<file path="src/rtl/pwm_timer_pkg.sv">
package pwm_timer_pkg;
  typedef enum logic [1:0] {
    MODE_HALT     = 2'b00,
    MODE_HALT_ALT = 2'b01,
    MODE_TRI      = 2'b10,
    MODE_SAW      = 2'b11
  } mode_e;

  localparam int unsigned N_FLAGS  = 2;
  localparam int unsigned FLAG_CMP = 0;
  localparam int unsigned FLAG_OVF = 1;
endpackage

</file>
<file path="src/rtl/pwm_tmr_counter.sv">
module pwm_tmr_counter
  import pwm_timer_pkg::*;
#(
  parameter int unsigned WIDTH = 8
) (
  input  logic             clk_i,
  input  logic             rst_ni,
  input  logic             tick_i,
  input  mode_e            mode_i,
  output logic [WIDTH-1:0] cnt_o,
  output logic             up_o,
  output logic             run_o,
  output logic             saw_o
);
  localparam logic [WIDTH-1:0] MAX = {WIDTH{1'b1}};
  localparam logic [WIDTH-1:0] ONE = WIDTH'(1);

  logic [WIDTH-1:0] cnt_q;
  logic             up_q;

  assign saw_o = (mode_i == MODE_SAW);
  assign run_o = tick_i & ((mode_i == MODE_SAW) | (mode_i == MODE_TRI));

  always_ff @(posedge clk_i or negedge rst_ni) begin
    if (!rst_ni) begin
      cnt_q <= '0;
      up_q  <= 1'b1;
    end else if (run_o) begin
      if (saw_o) begin
        cnt_q <= cnt_q + ONE;
        up_q  <= 1'b1;
      end else if (up_q) begin
        if (cnt_q == MAX) begin
          cnt_q <= MAX - ONE;
          up_q  <= 1'b0;
        end else begin
          cnt_q <= cnt_q + ONE;
        end
      end else begin
        if (cnt_q == '0) begin
          cnt_q <= ONE;
          up_q  <= 1'b1;
        end else begin
          cnt_q <= cnt_q - ONE;
        end
      end
    end
  end

  assign cnt_o = cnt_q;
  assign up_o  = up_q;
endmodule

</file>
<file path="src/rtl/pwm_tmr_compare.sv">
module pwm_tmr_compare #(
  parameter int unsigned WIDTH = 8
) (
  input  logic             clk_i,
  input  logic             rst_ni,
  input  logic             run_i,
  input  logic             saw_i,
  input  logic             up_i,
  input  logic             halt_i,
  input  logic [WIDTH-1:0] cnt_i,
  input  logic [1:0]       com_i,
  input  logic             wr_i,
  input  logic [WIDTH-1:0] data_i,
  output logic [WIDTH-1:0] ocr_act_o,
  output logic             match_o,
  output logic             wave_o
);
  localparam logic [WIDTH-1:0] MAX = {WIDTH{1'b1}};

  logic [WIDTH-1:0] buf_q, act_q;
  logic             wave_q;
  logic             load;
  logic             hit_lvl;

  // shadow loads at the peak/wrap so a period never sees two compare values
  assign load    = halt_i | (run_i & (cnt_i == MAX));
  assign match_o = run_i & (cnt_i == act_q);
  assign hit_lvl = (saw_i | up_i) ? com_i[0] : ~com_i[0];

  always_ff @(posedge clk_i or negedge rst_ni) begin
    if (!rst_ni) begin
      buf_q <= '0;
      act_q <= '0;
    end else begin
      if (wr_i) buf_q <= data_i;
      if (load) act_q <= buf_q;
    end
  end

  always_ff @(posedge clk_i or negedge rst_ni) begin
    if (!rst_ni) begin
      wave_q <= 1'b0;
    end else if (com_i[1]) begin
      if (match_o)                            wave_q <= hit_lvl;
      else if (run_i && saw_i && cnt_i == '0) wave_q <= ~com_i[0];
    end
  end

  assign ocr_act_o = act_q;
  assign wave_o    = wave_q;
endmodule

</file>
<file path="src/rtl/pwm_tmr_flag.sv">
module pwm_tmr_flag (
  input  logic clk_i,
  input  logic rst_ni,
  input  logic set_i,
  input  logic ack_i,
  input  logic ie_i,
  output logic flag_o,
  output logic irq_o
);
  logic flag_q;

  always_ff @(posedge clk_i or negedge rst_ni) begin
    if (!rst_ni) flag_q <= 1'b0;
    else         flag_q <= set_i | (flag_q & ~ack_i);
  end

  assign flag_o = flag_q;
  assign irq_o  = flag_q & ie_i;
endmodule

</file>
<file path="src/rtl/pwm_timer8.sv">
module pwm_timer8
  import pwm_timer_pkg::*;
#(
  parameter int unsigned WIDTH = 8
) (
  input  logic             clk_i,
  input  logic             rst_ni,
  input  logic             tick_i,
  input  logic [1:0]       mode_i,
  input  logic [1:0]       com_i,
  input  logic             ocr_wr_i,
  input  logic [WIDTH-1:0] ocr_data_i,
  input  logic             cmp_ie_i,
  input  logic             ovf_ie_i,
  input  logic             cmp_ack_i,
  input  logic             ovf_ack_i,
  output logic [WIDTH-1:0] cnt_o,
  output logic             pwm_o,
  output logic             cmp_flag_o,
  output logic             ovf_flag_o,
  output logic             cmp_irq_o,
  output logic             ovf_irq_o
);
  localparam logic [WIDTH-1:0] MAX = {WIDTH{1'b1}};

  mode_e            mode;
  logic [WIDTH-1:0] cnt;
  logic [WIDTH-1:0] ocr_act;
  logic             up, run, saw, match, wave, ovf_ev;
  logic [N_FLAGS-1:0] f_set, f_ack, f_ie, f_flag, f_irq;

  assign mode = mode_e'(mode_i);

  pwm_tmr_counter #(.WIDTH(WIDTH)) u_cnt (
    .clk_i  (clk_i),
    .rst_ni (rst_ni),
    .tick_i (tick_i),
    .mode_i (mode),
    .cnt_o  (cnt),
    .up_o   (up),
    .run_o  (run),
    .saw_o  (saw)
  );

  pwm_tmr_compare #(.WIDTH(WIDTH)) u_cmp (
    .clk_i     (clk_i),
    .rst_ni    (rst_ni),
    .run_i     (run),
    .saw_i     (saw),
    .up_i      (up),
    .halt_i    (~mode_i[1]),
    .cnt_i     (cnt),
    .com_i     (com_i),
    .wr_i      (ocr_wr_i),
    .data_i    (ocr_data_i),
    .ocr_act_o (ocr_act),
    .match_o   (match),
    .wave_o    (wave)
  );

  // period end: wrap in sawtooth, floor of the down slope in triangle
  assign ovf_ev = run & (saw ? (cnt == MAX) : (~up & (cnt == '0)));

  assign f_set[FLAG_CMP] = match;
  assign f_set[FLAG_OVF] = ovf_ev;
  assign f_ack[FLAG_CMP] = cmp_ack_i;
  assign f_ack[FLAG_OVF] = ovf_ack_i;
  assign f_ie[FLAG_CMP]  = cmp_ie_i;
  assign f_ie[FLAG_OVF]  = ovf_ie_i;

  for (genvar g = 0; g < N_FLAGS; g++) begin : g_flag
    pwm_tmr_flag u_flag (
      .clk_i  (clk_i),
      .rst_ni (rst_ni),
      .set_i  (f_set[g]),
      .ack_i  (f_ack[g]),
      .ie_i   (f_ie[g]),
      .flag_o (f_flag[g]),
      .irq_o  (f_irq[g])
    );
  end

  assign cnt_o      = cnt;
  assign pwm_o      = com_i[1] & wave;
  assign cmp_flag_o = f_flag[FLAG_CMP];
  assign ovf_flag_o = f_flag[FLAG_OVF];
  assign cmp_irq_o  = f_irq[FLAG_CMP];
  assign ovf_irq_o  = f_irq[FLAG_OVF];
endmodule

</file>
<file path="config.mk">
export PLATFORM = sky130hd
export DESIGN_NAME = pwm_timer8
export DESIGN_NICKNAME = d
export VERILOG_FILES = /design/src/rtl/pwm_timer_pkg.sv /design/src/rtl/pwm_tmr_counter.sv /design/src/rtl/pwm_tmr_compare.sv /design/src/rtl/pwm_tmr_flag.sv /design/src/rtl/pwm_timer8.sv
export SDC_FILE = /design/constraint.sdc
export NUM_CORES = 1
export LEC_CHECK = 0
export CAP_MARGIN = 10
export CORE_MARGIN = 3
export CORE_UTILIZATION = 30
export CTS_CLUSTER_DIAMETER = 200
export CTS_CLUSTER_SIZE = 12
export DETAILED_ROUTE_END_ITERATION = 12
export GPL_ROUTABILITY_DRIVEN = 0
export PLACE_DENSITY = 0.55
export REMOVE_ABC_BUFFERS = 1
export SETUP_SLACK_MARGIN = 0.2
export SYNTH_ARGS = -nofsm -noshare
export SYNTH_HDL_FRONTEND = slang
export SYNTH_HIERARCHICAL = 1
export SYNTH_SLANG_ARGS = --single-unit
</file>
<file path="constraint.sdc">
create_clock -name clk_i -period 4.46 [get_ports clk_i]
set_input_delay 1.115 -clock clk_i [delete_from_list [all_inputs] [get_ports clk_i]]
set_output_delay 1.115 -clock clk_i [all_outputs]
set_load 0.05 [all_outputs]
</file>
# ---- Word level (Yosys, flattened, before mapping)
# Cells that the tools add are included.
dict set report classes {
  mux 12
  n_eq_ne 4
  n_div 0
  mul 0
  order_cmp 0
  addsub 2
  n_reduce_logical 5
  n_shift 0
  bitwise_logic 20
}
# op n
set ops {}
lappend ops {{two-way mux 8 bit} 4}
lappend ops {{bitwise AND 1 bit} 10}
lappend ops {{adder 8 x 1 -> 8 bit (second input constant)} 1}
lappend ops {{equality test 8 bit} 1}
lappend ops {{equality test 8 bit (second input constant)} 1}
lappend ops {{logical NOT 8 bit} 1}
lappend ops {{two-way mux 1 bit} 8}
lappend ops {{subtractor 8 x 1 -> 8 bit (second input constant)} 1}
lappend ops {{inverter 1 bit} 5}
lappend ops {{bitwise OR 1 bit} 5}
lappend ops {{equality test 2 bit (second input constant)} 2}
lappend ops {{logical AND 1 bit} 2}
lappend ops {{AND reduction 2 bit} 1}
lappend ops {{nonzero test 2 bit} 1}
dict set report totals {
  reg_bits 28
  ram_bits 0
  n_memories 0
  romBits 0
  latch_bits 0
  wordCells 50
}

# ---- Depth between registers and ports, before layout
dict set report depth {
  depth_word 7
  depth_mapped 7
  mapped_depth_nobuf 6
}

# ---- Modules after synthesis
# Netlist, hierarchy kept.
# mod seq_area_each_um2 area_each_um2 cells_per_inst n_inst
set by_module_without_submodules {}
lappend by_module_without_submodules {pwm_tmr_compare 425.4 863.3 64 1}
lappend by_module_without_submodules {pwm_tmr_counter 226.5 802.0 98 1}
lappend by_module_without_submodules {pwm_tmr_flag 25.0 42.5 4 2}
lappend by_module_without_submodules {pwm_timer8 0.0 71.3 10 1}

# ---- Worst setup path after synthesis
# Ideal clock, no wire load.
dict set report synth_timing {
  path_kind {input to output}
  start {in com_i[1]}
  end {out pwm_o}
  t_arrival_ns 1.527
  setup_slack_ns 1.818
  required_time_ns 3.345
  stages 1
  path_cell_list {and2_1}
}
dict set report synth_between {
  elab_chain_cells 1
}
# item line_no
set synth_rtl {}
lappend synth_rtl {{start, declared} pwm_timer8.sv:10} ;# input logic [1:0] com_i,
lappend synth_rtl {{bitwise AND 1 bit} pwm_timer8.sv:84} ;# assign pwm_o = com_i[1] & wave;
lappend synth_rtl {{end, declared} pwm_timer8.sv:18} ;# output logic pwm_o,
# Every way passes these cells.

# ---- Worst setup path after layout
# Ends and elaborated chain as after synthesis.

==> Flow_metrics.wiki <==
{| class="wikitable"
! Metric !! Value
|-
| Critical path required time || 3.35 ns
|-
| Crit path capture type || output port
|-
| Leak Pwr || 0.906 nW
|-
| Switching part of the total || 0.421
|-
| Iteration-0 DRC count of the detailed router || 109
|-
| Share of cells above drive strength 1 || 0.160
|-
| Hold-fix buffers at CTS || 0
|-
| Total of max-cap violations || 0
|-
| Remaining DRCs || 0
|-
| Final number of setup-violating endpoints || 0
|-
| Vias per cell || 5.42
|-
| Avg WL per Cell || 15.3 µm
|-
| Worst voltage drop across the vdd grid || 0.215 mV
|-
| Cells after synthesis || 180
|-
| Signal arrival time at the worst endpoint || 2.55 ns
|-
| Number of pins exceeding their max-slew limit in the final report || 0
|-
| Result of the run || finished clean
|-
| Pwr/cell area || 445 nW/µm²
|-
| Number of nets still failing antenna checks after routing || 0
|-
| Wire length on met1 || 2.01 mm
|-
| Number of placement rows || 27
|-
| Final setup TNS || 0 ns
|-
| Slew headroom || 0.553
|-
| Number of antenna violations at the first check in global routing || 0
|-
| Measured slew at the worst slew-check pin || 0.671 ns
|-
| Sequential area share after synthesis || 0.385
|-
| Detailed-route wire length || 4.35 mm
|-
| Proportion of register bits with asynchronous set or reset after synthesis || 1.00
|-
| Mean cell area of the mapped netlist || 10.1 µm²
|-
| Routed wl met2 || 2.07 mm
|-
| Number of synthesized flops with an enable pin || 0
|-
| Clock-pin slew of the registers on the worst-case setup and hold paths || 0.10 ns
|-
| Unrepaired setup endpoints after global routing || false
|-
| Routed vias || 1545
|-
| Share of total power in sequential cells || 0.395
|-
| Fraction of power consumed by combinational cells || 0.409
|-
| Number of endpoints with negative hold slack in the final report || 0
|-
| Uppermost metal layer occupied by signal nets || met4
|-
| HPWL Detailed || 3.05 mm
|-
| Cell-internal power || 0.590 mW
|-
| Number of filler instances in the final layout || 561
|-
| I/O pin total || 33
|-
| Insertion delay to the later sink of the worst-skew pair || 0.27 ns
|-
| Switching pwr || 0.429 mW
|-
| Top cells by area in the synthesized netlist || sky130_fd_sc_hd__dfrtp_1 (37%), sky130_fd_sc_hd__mux2_1 (4.9%), sky130_fd_sc_hd__mux2_2 (4.9%), sky130_fd_sc_hd__xnor2_2 (3.6%), sky130_fd_sc_hd__nor2_1 (2.7%)
|-
| Starting density of the core || 0.321
|-
| Routed wl met3 || 233 µm
|-
| Max Clock Skew || 0.00591 ns
|-
| Number of buffers created by CTS || 3
|-
| Cell at the root of the clock tree || sky130_fd_sc_hd__clkbuf_8
|-
| Worst min-delay path category || reg -> reg
|-
| Total inserted antenna cells || 0
|-
| Htree depth || 1
|-
| Hold slack || 0.496 ns
|-
| Post-layout net count || 237
|-
| Area of the die || 7040 µm²
|-
| Std-Cell Core Area || 5680 µm²
|-
| Congestion Overflow GR || 0
|-
| Port Buffer Count || 32
|-
| Cts repair resizes || 0
|-
| Total routing usage reported by global routing || 0.129
|-
| First-pass DRT Iterations || 4
|-
| Kind of start point of the critical path || primary input
|-
| P&R area growth vs syn || 25.6%
|-
| Clock share of power || 0.195
|-
| Total design power || 1.02 mW
|-
| TritonCTS clock tree || built
|-
| Highest attainable clock frequency || 0.272 GHz
|-
| Post-synthesis sequential element count || 28
|-
| Number of distinct library cells after synthesis || 54
|-
| Startpoint-to-endpoint class of the critical path || in -> out
|-
| Buffers inserted by post-CTS timing repair || 0
|-
| Synth Warn # || 6
|-
| Maximum buffer depth of the clock tree || 2
|-
| Wire length of the first global-routing pass || 7.42 mm
|-
| Height of the chip || 83.9 µm
|-
| Post-synthesis instance area || 1820 µm²
|-
| Number of clock sinks || 28
|-
| Most instantiated flip-flop cell in the synthesis netlist || sky130_fd_sc_hd__dfrtp_1
|-
| Commonest non-fill, non-tap cell in the layout || sky130_fd_sc_hd__clkdlybuf4s50_1
|-
| Post-layout min period || 3.67 ns
|-
| Die Width || 83.9 µm
|-
| Largest fanout on the critical path || 4
|-
| Post-synth top area share || 0.371
|-
| Final period utilization || 0.823
|-
| Number of global-route vias before repair || 1496
|-
| Post-synth top area cell || sky130_fd_sc_hd__dfrtp_1
|-
| Commonest non-fill, non-tap cells in the layout || sky130_fd_sc_hd__clkdlybuf4s50_1 (32), sky130_fd_sc_hd__dfrtp_1 (27), sky130_fd_sc_hd__nor2_1 (13)
|-
| Maximum number of pins on one net before global-route repair || 29
|}
## routing by layer
metal,vias up,global-route usage
met5,-,0
met4,0,0.0424
met3,4,0.0178
met2,56,0.205
met1,743,0.181
li1,742,-
## worst max-delay path, stage by stage
cell                              delay, ns
sky130_fd_sc_hd__clkdlybuf4s50_1       0.51
sky130_fd_sc_hd__and2_1                0.14
sky130_fd_sc_hd__clkdlybuf4s50_1       0.79
## synthesized netlist by cell type (2+ instances only)
cell type and n:
sky130_fd_sc_hd__nor4b_2 2, sky130_fd_sc_hd__mux2_1 8, sky130_fd_sc_hd__a21oi_1 6, sky130_fd_sc_hd__inv_1 8, sky130_fd_sc_hd__nor4_2 2, sky130_fd_sc_hd__a221oi_1 2, sky130_fd_sc_hd__ha_1 3, sky130_fd_sc_hd__nand2_1 12
sky130_fd_sc_hd__dfrtp_1 27, sky130_fd_sc_hd__or3_1 2, sky130_fd_sc_hd__nor4_1 3, sky130_fd_sc_hd__nand3_1 5, sky130_fd_sc_hd__xnor2_2 4, sky130_fd_sc_hd__and2_1 7, sky130_fd_sc_hd__nand4_1 6, sky130_fd_sc_hd__o21ai_0 4
sky130_fd_sc_hd__nor2_1 13, sky130_fd_sc_hd__mux2_2 8, sky130_fd_sc_hd__and4_1 2, sky130_fd_sc_hd__buf_2 3, sky130_fd_sc_hd__o22ai_1 2, sky130_fd_sc_hd__a31oi_1 4, sky130_fd_sc_hd__nor3_1 7, sky130_fd_sc_hd__a21o_1 5
sky130_fd_sc_hd__nand3_2 2, sky130_fd_sc_hd__and3_1 2, sky130_fd_sc_hd__xnor2_1 4
## stage by stage
stage / worst slack, ns / std cells / area, µm² / util
final: 0.790 / 285 / 2290 / 0.403
after global routing: 0.730 / 285 / 2290 / 0.403
after CTS: 0.782 / 285 / 2290 / 0.403
after detailed placement: 0.778 / 281 / 2220 / 0.391
after global placement: 0.791 / 281 / 2220 / 0.391
after floorplan: 1.82 / 174 / 1780 / -
## registers in the layout, summed over array words and instances, names as in the netlist
name and count:
u_cmp/ocr_act_o 8, g_flag.u_flag/flag_o 2, u_cmp/wave_o 1, u_cnt/cnt_o 8, u_cmp/buf_q 8, u_cnt/up_o 1
## final cells by class
cell class	instances	area (µm²)	area share
clock inverters	1	30.0	0.0131
repair buffers	35	343	0.150
flip-flops and latches	28	702	0.307
well taps	72	90.1	0.0394
inverters	8	30.0	0.0131
multi-input cells	138	1050	0.460
clock buffers	3	41.3	0.0180
## worst paths after layout
check                                     from                  to  slack, ns  cells after the start
worst max register to register  u_cnt/cnt_o[0]      u_cnt/cnt_o[7]       2.28                      6
worst max-delay path                  com_i[1]               pwm_o       0.79                      3
worst min register to register  u_cmp/buf_q[0]  u_cmp/ocr_act_o[0]       0.50                      1
max in group asynchronous               rst_ni          u_cnt/up_o       2.94                      2
worst min-delay path            u_cmp/buf_q[0]  u_cmp/ocr_act_o[0]       0.50                      1
min in group asynchronous               rst_ni      u_cnt/cnt_o[6]       1.21                      2
## cell families after synthesis
| family | synth area share |
|---|---|
| and+or+nand+nor | 0.232 |
| AOI/OAI and AO/OA | 0.166 |
| DFF | 0.385 |
| muxes | 0.0989 |
| buffers and inverters | 0.0371 |
| xor gates and xnor gates | 0.0598 |
| adders and majority gates | 0.0206 |
## power by group through the flow
stage / combinational [mW] / clock (mW) / sequential [mW]
5_1_grt: 0.454 / 0.219 / 0.414
3_5_place_dp: 0.416 / 0 / 0.408
2_1_floorplan: 0.204 / 0 / 0.465
6_report: 0.417 / 0.199 / 0.403
4_1_cts: 0.418 / 0.208 / 0.403
3_3_place_gp: 0.412 / 0 / 0.408
Power figures use the tool's default switching activity.
